**config.mk**
```make
export PLATFORM = sky130hd
export DESIGN_NAME = pulse_jitter_monitor
export DESIGN_NICKNAME = d
export VERILOG_FILES = /design/src/rtl/pjm_pkg.sv /design/src/rtl/pjm_ctrl.sv /design/src/rtl/pjm_datapath.sv /design/src/rtl/pulse_jitter_monitor.sv
export SDC_FILE = /design/constraint.sdc
export NUM_CORES = 1
export LEC_CHECK = 0
export ABC_AREA = 1
export BUFFER_PORTS_ARGS = -buffer_cell sky130_fd_sc_hd__buf_2
export CORE_UTILIZATION = 55
export CTS_CLUSTER_SIZE = 12
export DETAILED_ROUTE_END_ITERATION = 12
export GPL_TIMING_DRIVEN = 1
export PLACE_DENSITY = 0.74
export SLEW_MARGIN = 20
export SYNTH_ARGS = -nofsm -noshare
export SYNTH_HDL_FRONTEND = slang
export SYNTH_SLANG_ARGS = --single-unit
```
**constraint.sdc**
```tcl
create_clock -name clk -period 14.4 [get_ports clk]
set_clock_uncertainty 0.1 [all_clocks]
set_input_delay 1.44 -clock clk [delete_from_list [all_inputs] [get_ports clk]]
set_output_delay 1.44 -clock clk [all_outputs]
set_load 0.01 [all_outputs]
```
**src/rtl/pjm_pkg.sv**
```systemverilog
package pjm_pkg;

  // Strobes issued by the control to the datapath each cycle
  typedef struct packed {
    logic restartCnt;  // falling edge: period counter restarts at 1
    logic takePeriod;  // a measured period enters the window statistics
    logic firstOfWin;  // the taken period is period 0 of a window
    logic loadDiv;     // window closed cleanly: latch stats, start divide
    logic divStep;     // one restoring-division iteration
    logic publish;     // copy held results to the outputs
    logic flush;       // discard count and partial window
  } pjm_ctrl_t;

  typedef enum logic [1:0] {
    DIV_IDLE = 2'd0,
    DIV_RUN  = 2'd1,
    DIV_FIN  = 2'd2
  } div_state_e;

endpackage

```
**src/rtl/pjm_ctrl.sv**
```systemverilog
module pjm_ctrl
  import pjm_pkg::*;
#(
  parameter int NUM_W = 39
) (
  input  logic      clk,
  input  logic      rst_n,
  input  logic      enable,
  input  logic      clear,
  input  logic      pulseIn,
  input  logic      windowSat,
  output pjm_ctrl_t ctrl
);

  localparam int STEP_W = (NUM_W > 1) ? $clog2(NUM_W) : 1;

  logic syncA, syncB, prevB;
  logic armed;
  logic [1:0] winIdx;
  div_state_e divState;
  logic [STEP_W-1:0] stepCnt;

  logic fallEdge, runOk, lastTake;

  // Two-flop synchroniser plus one stage for edge detection
  always_ff @(posedge clk or negedge rst_n) begin
    if (!rst_n) begin
      syncA <= 1'b0;
      syncB <= 1'b0;
      prevB <= 1'b0;
    end else begin
      syncA <= pulseIn;
      syncB <= syncA;
      prevB <= syncB;
    end
  end

  assign fallEdge = prevB & ~syncB;
  assign runOk    = enable & ~clear;
  assign lastTake = ctrl.takePeriod & (winIdx == 2'd3);

  always_comb begin
    ctrl            = '0;
    ctrl.flush      = clear;
    ctrl.restartCnt = runOk & fallEdge;
    ctrl.takePeriod = runOk & fallEdge & armed;
    ctrl.firstOfWin = (winIdx == 2'd0);
    ctrl.loadDiv    = lastTake & ~windowSat & (divState == DIV_IDLE);
    ctrl.divStep    = (divState == DIV_RUN) & ~clear;
    ctrl.publish    = (divState == DIV_FIN) & ~clear;
  end

  // Arming and window position
  always_ff @(posedge clk or negedge rst_n) begin
    if (!rst_n) begin
      armed  <= 1'b0;
      winIdx <= 2'd0;
    end else if (!runOk) begin
      armed  <= 1'b0;
      winIdx <= 2'd0;
    end else if (fallEdge) begin
      armed <= 1'b1;
      if (armed) winIdx <= winIdx + 2'd1;
    end
  end

  // Division sequencer
  always_ff @(posedge clk or negedge rst_n) begin
    if (!rst_n) begin
      divState <= DIV_IDLE;
      stepCnt  <= '0;
    end else if (clear) begin
      divState <= DIV_IDLE;
      stepCnt  <= '0;
    end else begin
      unique case (divState)
        DIV_IDLE: if (ctrl.loadDiv) begin
          divState <= DIV_RUN;
          stepCnt  <= STEP_W'(NUM_W - 1);
        end
        DIV_RUN: begin
          if (stepCnt == '0) divState <= DIV_FIN;
          else               stepCnt  <= stepCnt - 1'b1;
        end
        DIV_FIN:  divState <= DIV_IDLE;
        default:  divState <= DIV_IDLE;
      endcase
    end
  end

endmodule

```
**src/rtl/pjm_datapath.sv**
```systemverilog
module pjm_datapath
  import pjm_pkg::*;
#(
  parameter int CNT_W  = 24,
  parameter int FRAC_W = 8,
  parameter int JIT_W  = 20,
  parameter int NUM_W  = 39
) (
  input  logic             clk,
  input  logic             rst_n,
  input  pjm_ctrl_t        ctrl,
  output logic             windowSat,
  output logic [CNT_W-1:0] maxPeriod,
  output logic [CNT_W-1:0] minPeriod,
  output logic [CNT_W-1:0] avgPeriod,
  output logic [JIT_W-1:0] jitterPct,
  output logic             resultValid
);

  localparam int SCALE = 100 * (2 ** FRAC_W);
  localparam int SUM_W = CNT_W + 2;
  localparam logic [CNT_W-1:0] CNT_MAX = '1;

  logic [CNT_W-1:0] periodCnt;
  logic [CNT_W-1:0] winMax, winMin;
  logic [SUM_W-1:0] winSum;
  logic             winSat;

  logic [CNT_W-1:0] holdMax, holdMin, holdAvg;
  logic [NUM_W-1:0] numQ;
  logic [CNT_W-1:0] remR;

  logic             curSat;
  logic [CNT_W-1:0] nxtMax, nxtMin, spread;
  logic [SUM_W-1:0] nxtSum;
  logic [CNT_W:0]   trial, trialDiff;
  logic             trialGe;
  logic [JIT_W-1:0] jitNext;

  // Saturating period counter
  always_ff @(posedge clk or negedge rst_n) begin
    if (!rst_n)               periodCnt <= '0;
    else if (ctrl.flush)      periodCnt <= '0;
    else if (ctrl.restartCnt) periodCnt <= CNT_W'(1);
    else if (periodCnt != CNT_MAX) periodCnt <= periodCnt + 1'b1;
  end

  assign curSat = (periodCnt == CNT_MAX);

  // Folded window statistics including the period being taken now
  always_comb begin
    if (ctrl.firstOfWin) begin
      nxtMax = periodCnt;
      nxtMin = periodCnt;
      nxtSum = SUM_W'(periodCnt);
    end else begin
      nxtMax = (periodCnt > winMax) ? periodCnt : winMax;
      nxtMin = (periodCnt < winMin) ? periodCnt : winMin;
      nxtSum = winSum + SUM_W'(periodCnt);
    end
  end

  assign windowSat = winSat | curSat;
  assign spread    = nxtMax - nxtMin;

  always_ff @(posedge clk or negedge rst_n) begin
    if (!rst_n) begin
      winMax <= '0;
      winMin <= '0;
      winSum <= '0;
      winSat <= 1'b0;
    end else if (ctrl.flush) begin
      winMax <= '0;
      winMin <= '0;
      winSum <= '0;
      winSat <= 1'b0;
    end else if (ctrl.takePeriod) begin
      winMax <= nxtMax;
      winMin <= nxtMin;
      winSum <= nxtSum;
      winSat <= ctrl.firstOfWin ? curSat : (winSat | curSat);
    end
  end

  // Restoring divider: one quotient bit per step, quotient shifts into numQ
  assign trial     = {remR, numQ[NUM_W-1]};
  assign trialGe   = (trial >= {1'b0, holdAvg});
  assign trialDiff = trial - {1'b0, holdAvg};

  always_ff @(posedge clk or negedge rst_n) begin
    if (!rst_n) begin
      holdMax <= '0;
      holdMin <= '0;
      holdAvg <= '0;
      numQ    <= '0;
      remR    <= '0;
    end else if (ctrl.loadDiv) begin
      holdMax <= nxtMax;
      holdMin <= nxtMin;
      holdAvg <= nxtSum[SUM_W-1:2];
      numQ    <= NUM_W'(spread) * NUM_W'(SCALE);
      remR    <= '0;
    end else if (ctrl.divStep) begin
      remR <= trialGe ? trialDiff[CNT_W-1:0] : trial[CNT_W-1:0];
      numQ <= {numQ[NUM_W-2:0], trialGe};
    end
  end

  generate
    if (NUM_W > JIT_W) begin : g_clamp
      assign jitNext = (|numQ[NUM_W-1:JIT_W]) ? '1 : numQ[JIT_W-1:0];
    end else begin : g_extend
      assign jitNext = JIT_W'(numQ);
    end
  endgenerate

  // Output registers
  always_ff @(posedge clk or negedge rst_n) begin
    if (!rst_n) begin
      maxPeriod   <= '0;
      minPeriod   <= '0;
      avgPeriod   <= '0;
      jitterPct   <= '0;
      resultValid <= 1'b0;
    end else begin
      resultValid <= ctrl.publish;
      if (ctrl.publish) begin
        maxPeriod <= holdMax;
        minPeriod <= holdMin;
        avgPeriod <= holdAvg;
        jitterPct <= jitNext;
      end
    end
  end

endmodule

```
**src/rtl/pulse_jitter_monitor.sv**
```systemverilog
module pulse_jitter_monitor
  import pjm_pkg::*;
#(
  parameter int CNT_W  = 24,
  parameter int FRAC_W = 8,
  parameter int JIT_W  = 20
) (
  input  logic             clk,
  input  logic             rst_n,
  input  logic             enable,
  input  logic             clear,
  input  logic             pulseIn,
  output logic [CNT_W-1:0] maxPeriod,
  output logic [CNT_W-1:0] minPeriod,
  output logic [CNT_W-1:0] avgPeriod,
  output logic [JIT_W-1:0] jitterPct,
  output logic             resultValid
);

  localparam int SCALE   = 100 * (2 ** FRAC_W);
  localparam int SCALE_W = $clog2(SCALE + 1);
  localparam int NUM_W   = CNT_W + SCALE_W;

  pjm_ctrl_t ctrl;
  logic      windowSat;

  pjm_ctrl #(
    .NUM_W(NUM_W)
  ) u_ctrl (
    .clk      (clk),
    .rst_n    (rst_n),
    .enable   (enable),
    .clear    (clear),
    .pulseIn  (pulseIn),
    .windowSat(windowSat),
    .ctrl     (ctrl)
  );

  pjm_datapath #(
    .CNT_W (CNT_W),
    .FRAC_W(FRAC_W),
    .JIT_W (JIT_W),
    .NUM_W (NUM_W)
  ) u_dp (
    .clk        (clk),
    .rst_n      (rst_n),
    .ctrl       (ctrl),
    .windowSat  (windowSat),
    .maxPeriod  (maxPeriod),
    .minPeriod  (minPeriod),
    .avgPeriod  (avgPeriod),
    .jitterPct  (jitterPct),
    .resultValid(resultValid)
  );

endmodule

```
**Yosys cells after proc, flatten, opt, wreduce, memory -nomap -nowiden**

Index checks and enable logic that the tools add are counted.

- Add/sub/neg operators: 6
- Multiply operators: 1
- Magnitude comparators: 3
- Equal/unequal tests: 10
- Muxes and demuxes: 36
- Bitwise logic cells: 13
- Reduce and logical (&&, ||, !) cells: 11

Operators with widths:

| kind | count |
|---|---|
| 24-bit 2-to-1 mux | 14 |
| 26-bit 2-to-1 mux | 3 |
| 39-bit 2-to-1 mux | 2 |
| 24-bit subtractor | 2 |
| 24-bit by 5-bit multiplier with 29-bit output, second input constant | 1 |
| 26-bit by 24-bit adder with 26-bit output | 1 |
| 25-bit by 24-bit greater-or-equal comparator with 1-bit output | 1 |
| 24-bit by 1-bit adder with 24-bit output, second input constant | 1 |
| 24-bit == test, second input constant | 1 |
| 24-bit > comparator | 1 |
| 24-bit < comparator | 1 |
| 24-bit != test, second input constant | 1 |
| 20-bit 2-to-1 mux | 1 |
| 19-bit OR reduction | 1 |
| 6-bit 2-to-1 mux | 3 |
| 2-bit 2-to-1 mux | 6 |
| 6-bit case mux with 2 select lines | 1 |
| 1-bit AND | 9 |
| 3-bit != test, second input constant | 3 |
| 6-bit zero test | 1 |
| 3-bit nonzero test | 2 |
| 6-bit by 1-bit subtractor with 6-bit output, second input constant | 1 |
| 1-bit 2-to-1 mux | 5 |
| 2-bit == test, second input constant | 2 |
| other kinds (10) | 16 |

- Bits in registers: 341
- Bits of input ports: 5
- Output and inout port bits: 93
- Logic and storage cells: 102

**Longest topological paths before layout**

- Depth after elaboration: 10
- Gate-level depth with buffers: 44
- Gate-level depth less buffers: 42

**Cells and area by module**

Synthesis repeated with hierarchy kept, for this count alone.

- Cells, all modules: 2738
- Area total of the unflattened synthesis: 22017.4 um^2

By module, submodules not included:

| module | times used | cells each | area each (um^2) | seq. area each (um^2) |
|---|---|---|---|---|
| pjm_datapath | 1 | 2637 | 21206.6 | 8182.8 |
| pjm_ctrl | 1 | 101 | 810.8 | 350.3 |

**Least setup slack after synthesis**

Ideal clock, no wire load.

- Path kind: register to register
- From: reg u_dp.periodCnt[23]
- To: reg u_dp.numQ[32]
- Library setup time: 0.139 ns
- Arrival: 5.921 ns
- Required time: 14.161 ns
- Path slack: 8.241 ns
- Cell stages (with the launch flop): 35
- Buffers on the path: 2
- Clock period less this slack: 6.159 ns
- Cell sequence: dfrtp_1 > ha_1 > nand2_1 > nor2_1 > nand4_1 > a21oi_1 > nor2_1 > nand2_1 > nand2_1 > buf_2 > buf_2 > o21ai_0 > inv_1 > ha_1 > fa_1 > o21ai_1 > nand2_1 > a21oi_1 > a21oi_1 > o21ai_1 > xnor2_1 > inv_1 > ha_1 > ha_1 > inv_1 > fa_1 > inv_1 > ha_1 > nand2_1 > nand2_1 > a31oi_1 > a21boi_0 > nand4_1 > nand3_1 > o221ai_1

- Cells in the longest elaborated chain, start to end: 6
- Elaborated cells on any way between the ends: 15
- Those cells by class: add/sub: 1; mul: 1; order compare: 2; eq/ne: 1; mux: 5; bitwise: 4; reduce/logical: 1

Ends and longest elaborated chain:

| what | RTL line | text |
|---|---|---|
| from (decl) | pjm_datapath.sv:24 | `logic [CNT_W-1:0] periodCnt;` |
| from (signal assigned) | pjm_datapath.sv:45 | `else if (periodCnt != CNT_MAX) periodCnt <= periodCnt + 1'b1;` |
| 24-bit < comparator | pjm_datapath.sv:58 | `nxtMin = (periodCnt < winMin) ? periodCnt : winMin;` |
| 24-bit 2-to-1 mux | pjm_datapath.sv:58 |  |
| 24-bit 2-to-1 mux | pjm_datapath.sv:52 | `if (ctrl.firstOfWin) begin` |
| named net u_dp.nxtMin[0] | pjm_datapath.sv:34 | `logic [CNT_W-1:0] nxtMax, nxtMin, spread;` |
| 24-bit subtractor | pjm_datapath.sv:64 | `assign spread = nxtMax - nxtMin;` |
| 24-bit by 5-bit multiplier with 29-bit output | pjm_datapath.sv:101 | `numQ <= NUM_W'(spread) * NUM_W'(SCALE);` |
| 39-bit 2-to-1 mux | pjm_datapath.sv:97 | `end else if (ctrl.loadDiv) begin` |
| to (signal assigned) | pjm_datapath.sv:101 |  |
| to (signal assigned) | pjm_datapath.sv:105 | `numQ <= {numQ[NUM_W-2:0], trialGe};` |
| to (decl) | pjm_datapath.sv:30 | `logic [NUM_W-1:0] numQ;` |

The timed path passes the listed nets, and every way through them passes these cells.
A chain may end at the register's enable or synchronous reset.

**Final worst setup path**

- From: reg u_dp.periodCnt[23]
- To: reg u_dp.numQ[38]

- Cells in the longest elaborated chain, start to end: 6
- Elaborated cells on any way between the ends: 15
- Those cells by class: add/sub: 1; mul: 1; order compare: 2; eq/ne: 1; mux: 5; bitwise: 4; reduce/logical: 1

Ends and longest elaborated chain:

| what | RTL line | text |
|---|---|---|
| 24-bit > comparator | pjm_datapath.sv:57 | `nxtMax = (periodCnt > winMax) ? periodCnt : winMax;` |
| 24-bit 2-to-1 mux | pjm_datapath.sv:57 |  |
| 24-bit 2-to-1 mux | pjm_datapath.sv:52 |  |
| named net u_dp.nxtMax[7] | pjm_datapath.sv:34 |  |
| 24-bit subtractor | pjm_datapath.sv:64 |  |
| 24-bit by 5-bit multiplier with 29-bit output | pjm_datapath.sv:101 |  |
| 39-bit 2-to-1 mux | pjm_datapath.sv:97 |  |

The timed path passes the listed nets, and every way through them passes these cells.

==> impl_metrics.json <==
{
  "status": "completed",
  "final.min_clock_period_ps": 7699,
  "async_flop_share": 1.000,
  "ios": 98,
  "hold_start": "u_ctrl.syncA",
  "ctsHoldBuffers": 0,
  "synth_edf_count": 0,
  "initial_core_util": 0.5624,
  "rr_endpoint": "u_dp.numQ[38]",
  "peakVddDrop_mv": 0.1400,
  "reg2reg_depth": 33,
  "crit_type": "flop to flop",
  "path_clk_slew_ps": 60,
  "drive_above_1_share": 0.07620,
  "syn_to_final_growth_pct": 9.516,
  "antenna_found_initial": 0,
  "crit_slowest_cell": "o21ai_0",
  "viasPerCell": 5.746,
  "cp-end-kind": "flop",
  "vias": 20660,
  "required_ps": 14760,
  "p_per_area_mw_per_mm2": 148.7,
  "power.total_uw": 3671,
  "drv_cap": 0,
  "cp_max_fo": 18,
  "tightestPinTransition_ps": 1015,
  "syn_area_sq_mm": 0.02255,
  "hold_path_end": "u_ctrl.syncB",
  "fin_nets": 3273,
  "rsz0062_at_grt": "false",
  "die_x_microns": 204.5,
  "rows": 73,
  "synth_seq_cells": 341,
  "crit_path_frequent_cell": "nand2_1",
  "clock_latency_ps": 580,
  "finalCritPeriodShare": 0.5346,
  "ff2ff_setup_slack_ps": 6700,
  "slew_violations": 0,
  "dp_hpwl_mm": 51.54,
  "fillers": 3583,
  "wl_mm": 67.83,
  "grt_max_degree": 168,
  "finalSetupTns_ps": 0,
  "grt_pass1_wl_mm": 108.6,
  "max_freq_mhz": 129.9,
  "seqCellArea_sq_mm": 0.008533,
  "synthCells": 2981,
  "slew_headroom": 0.3231,
  "track_usage": 0.3319,
  "hold_path.class": "flop to flop",
  "dr.pass1.iters": 6,
  "hold_violations": 0,
  "cts_tree": "built",
  "yosysTopAreaCell": "dfrtp_1",
  "dieArea_sq_mm": 0.04181,
  "yosysTopAreaCellShare": 0.3784,
  "cts_htree_levels": 2,
  "multiInputGateArea_sq_mm": 0.01192,
  "critPathArrivalTime_ps": 8060,
  "synth_area_leaders": "dfrtp_1, nand2_1, ha_1, inv_1, o21ai_0",
  "gr-total-overflow": 0,
  "synth_warnings": 0,
  "synth.distinct_cells": 56,
  "setup_viol": 0,
  "grt_pass1_vias": 20140,
  "cts_resized": 0,
  "die_h_microns": 204.5,
  "wl_per_cell_microns": 18.86,
  "final_core_util": 0.6159,
  "drc": 0,
  "clock-sinks": 341,
  "p_leak_uw": 0.01347,
  "ys_seq_area_frac": 0.3784,
  "syn_nets": 3207,
  "detail-route-antenna-nets": 0,
  "port_buffers": 97,
  "cts_setup_buffers": 0,
  "syn_area_per_cell_sq_um": 7.564,
  "ys.flop_type": "dfrtp_1",
  "max_stage_delay_ps": 920,
  "core_sq_mm": 0.04010,
  "clock_path_buffers": 3,
  "gp_congestion": 1.054,
  "clock-root-buffer": "clkbuf_16",
  "critPathLaunchType": "flop",
  "drtIter0Drc": 1883,
  "hold_depth": 0,
  "timing.rr.start": "u_dp.periodCnt[23]",
  "cts_buffers": 39,
  "antenna_cells": 0
}
## state kept, by name (all words and copies together), names as in the netlist, 24 cells and up
| register | count |
|---|---|
| u_dp.avgPeriod | 24 |
| u_dp.holdAvg | 24 |
| u_dp.holdMax | 24 |
| u_dp.holdMin | 24 |
| u_dp.maxPeriod | 24 |
| u_dp.minPeriod | 24 |
| u_dp.numQ | 39 |
| u_dp.periodCnt | 24 |
| u_dp.remR | 24 |
| u_dp.winMax | 24 |
| u_dp.winMin | 24 |
| u_dp.winSum | 26 |
## metrics by stage
step / hold WS [ps] / cells / setup WS (ps) / area, sq um
after detailed placement: 246.5 / 3531 / 7051 / 23400
after global placement: 236.8 / 3531 / 7143 / 23400
after global routing: 267.0 / 3596 / 6323 / 24690
after CTS: 259.5 / 3596 / 7004 / 24690
after floorplan: 231.2 / 2981 / 8241 / 22550
final: 257.4 / 3596 / 6701 / 24690
## layout by cell type (no fill, tap or decap), types with 6 or more instances in the layout
cell type	netlist	layout
a21o_1	13	13
a21oi_1	153	153
buf_2	13	96
buf_4	11	15
clkbuf_16	0	39
clkinv_2	1	8
dfrtp_1	341	341
fa_1	22	22
ha_1	199	199
inv_1	420	420
inv_2	19	18
nand2_1	836	836
nand2_2	7	7
nand3_1	122	122
nand4_1	42	42
nor2_1	163	162
nor2_2	6	6
nor3_1	28	28
nor4_1	7	7
o211ai_1	15	15
o21a_1	7	7
o21ai_0	216	216
o21ai_1	71	71
o21bai_1	23	23
o221ai_1	6	6
o22ai_1	65	65
xnor2_1	26	26
xor2_1	32	32
## area by class of cell
| cell class | instances | area share |
|---|---|---|
| Timing Repair Buffer | 113 | 0.02543 |
| Clock buffer | 49 | 0.04307 |
| Tap cell | 525 | 0.02660 |
| Inverter | 442 | 0.06749 |
| Multi-Input combinational cell | 2110 | 0.4826 |
| Sequential cell | 341 | 0.3455 |
| Clock inverter | 16 | 0.009272 |
## routing by layer
layer  track usage  vias to the layer above  routed length, microns
met3       0.04385                      141                    4464
li1              -                     9863                       -
met2        0.5285                      765                   30710
met5             0                        -                       0
met4        0.1287                        0                    2473
met1        0.4586                     9894                   30180
## synth_stat cells, types with 2 or more instances
master and count:
nor3_1 28, o21ai_1 71, xnor2_1 26, o221ai_1 6, a21oi_1 153, buf_6 7
nand3_2 2, buf_1 3, nand2_4 3, a21oi_2 2, nor2_1 163, inv_2 19
nor2_2 6, inv_4 2, clkbuf_1 54, a31oi_1 3, o22ai_1 65, nand3b_1 5
o311ai_0 3, xor2_1 32, nor2_4 3, nand3_1 122, ha_1 199, nor3_2 3
fa_1 22, a21o_1 13, o21bai_1 23, nand4_1 42, a21boi_0 5, nand2_2 7
nor4_1 7, dfrtp_1 341, buf_4 11, inv_1 420, o21a_1 7, nand2_1 836
a211oi_1 2, buf_2 13, o21ai_0 216, or2_2 3, o211ai_1 15, a22oi_1 4
## logic make-up (layout without fill, tap and decap cells)
logic type / after synthesis / count (layout) / synth area share
AO/OA/AOI/OAI: 593 / 593 / 0.1460
XOR/XNOR: 58 / 58 / 0.02253
adder cells (fa/ha/maj): 221 / 221 / 0.1300
buffers and inverters: 530 / 620 / 0.09339
AND/OR/NAND/NOR: 1238 / 1238 / 0.2297
flip-flops: 341 / 341 / 0.3784
## worst max-delay path by stage
stage / endpoint / start / slack [ps]
2_1_floorplan: u_dp.numQ[32] / u_dp.periodCnt[23] / 8240
3_5_place_dp: u_dp.numQ[34] / u_dp.periodCnt[23] / 7050
6_report: u_dp.numQ[38] / u_dp.periodCnt[23] / 6700
5_1_grt: u_dp.numQ[38] / u_dp.periodCnt[23] / 6320
4_1_cts: u_dp.numQ[34] / u_dp.periodCnt[23] / 7000
3_3_place_gp: u_dp.numQ[38] / u_dp.periodCnt[23] / 7140
## report_power, final
group	switching [uW]	leakage (uW)	internal, uW
registers	10.3	0.00455	973
clock network	425	0.000638	598
logic	1100	0.00828	564
total	1540	0.0135	2140
## worst max-delay path, delay by kind of cell (launching register included)
family,cells,cell delay [ps]
AO/OA/AOI/OAI,6,2070
flip-flops,1,530
adder cells (fa/ha/maj),6,2300
buffers and inverters,4,400
XOR/XNOR,1,300
AND/OR/NAND/NOR,16,1870
No activity file was read; power rests on OpenSTA's default activity.
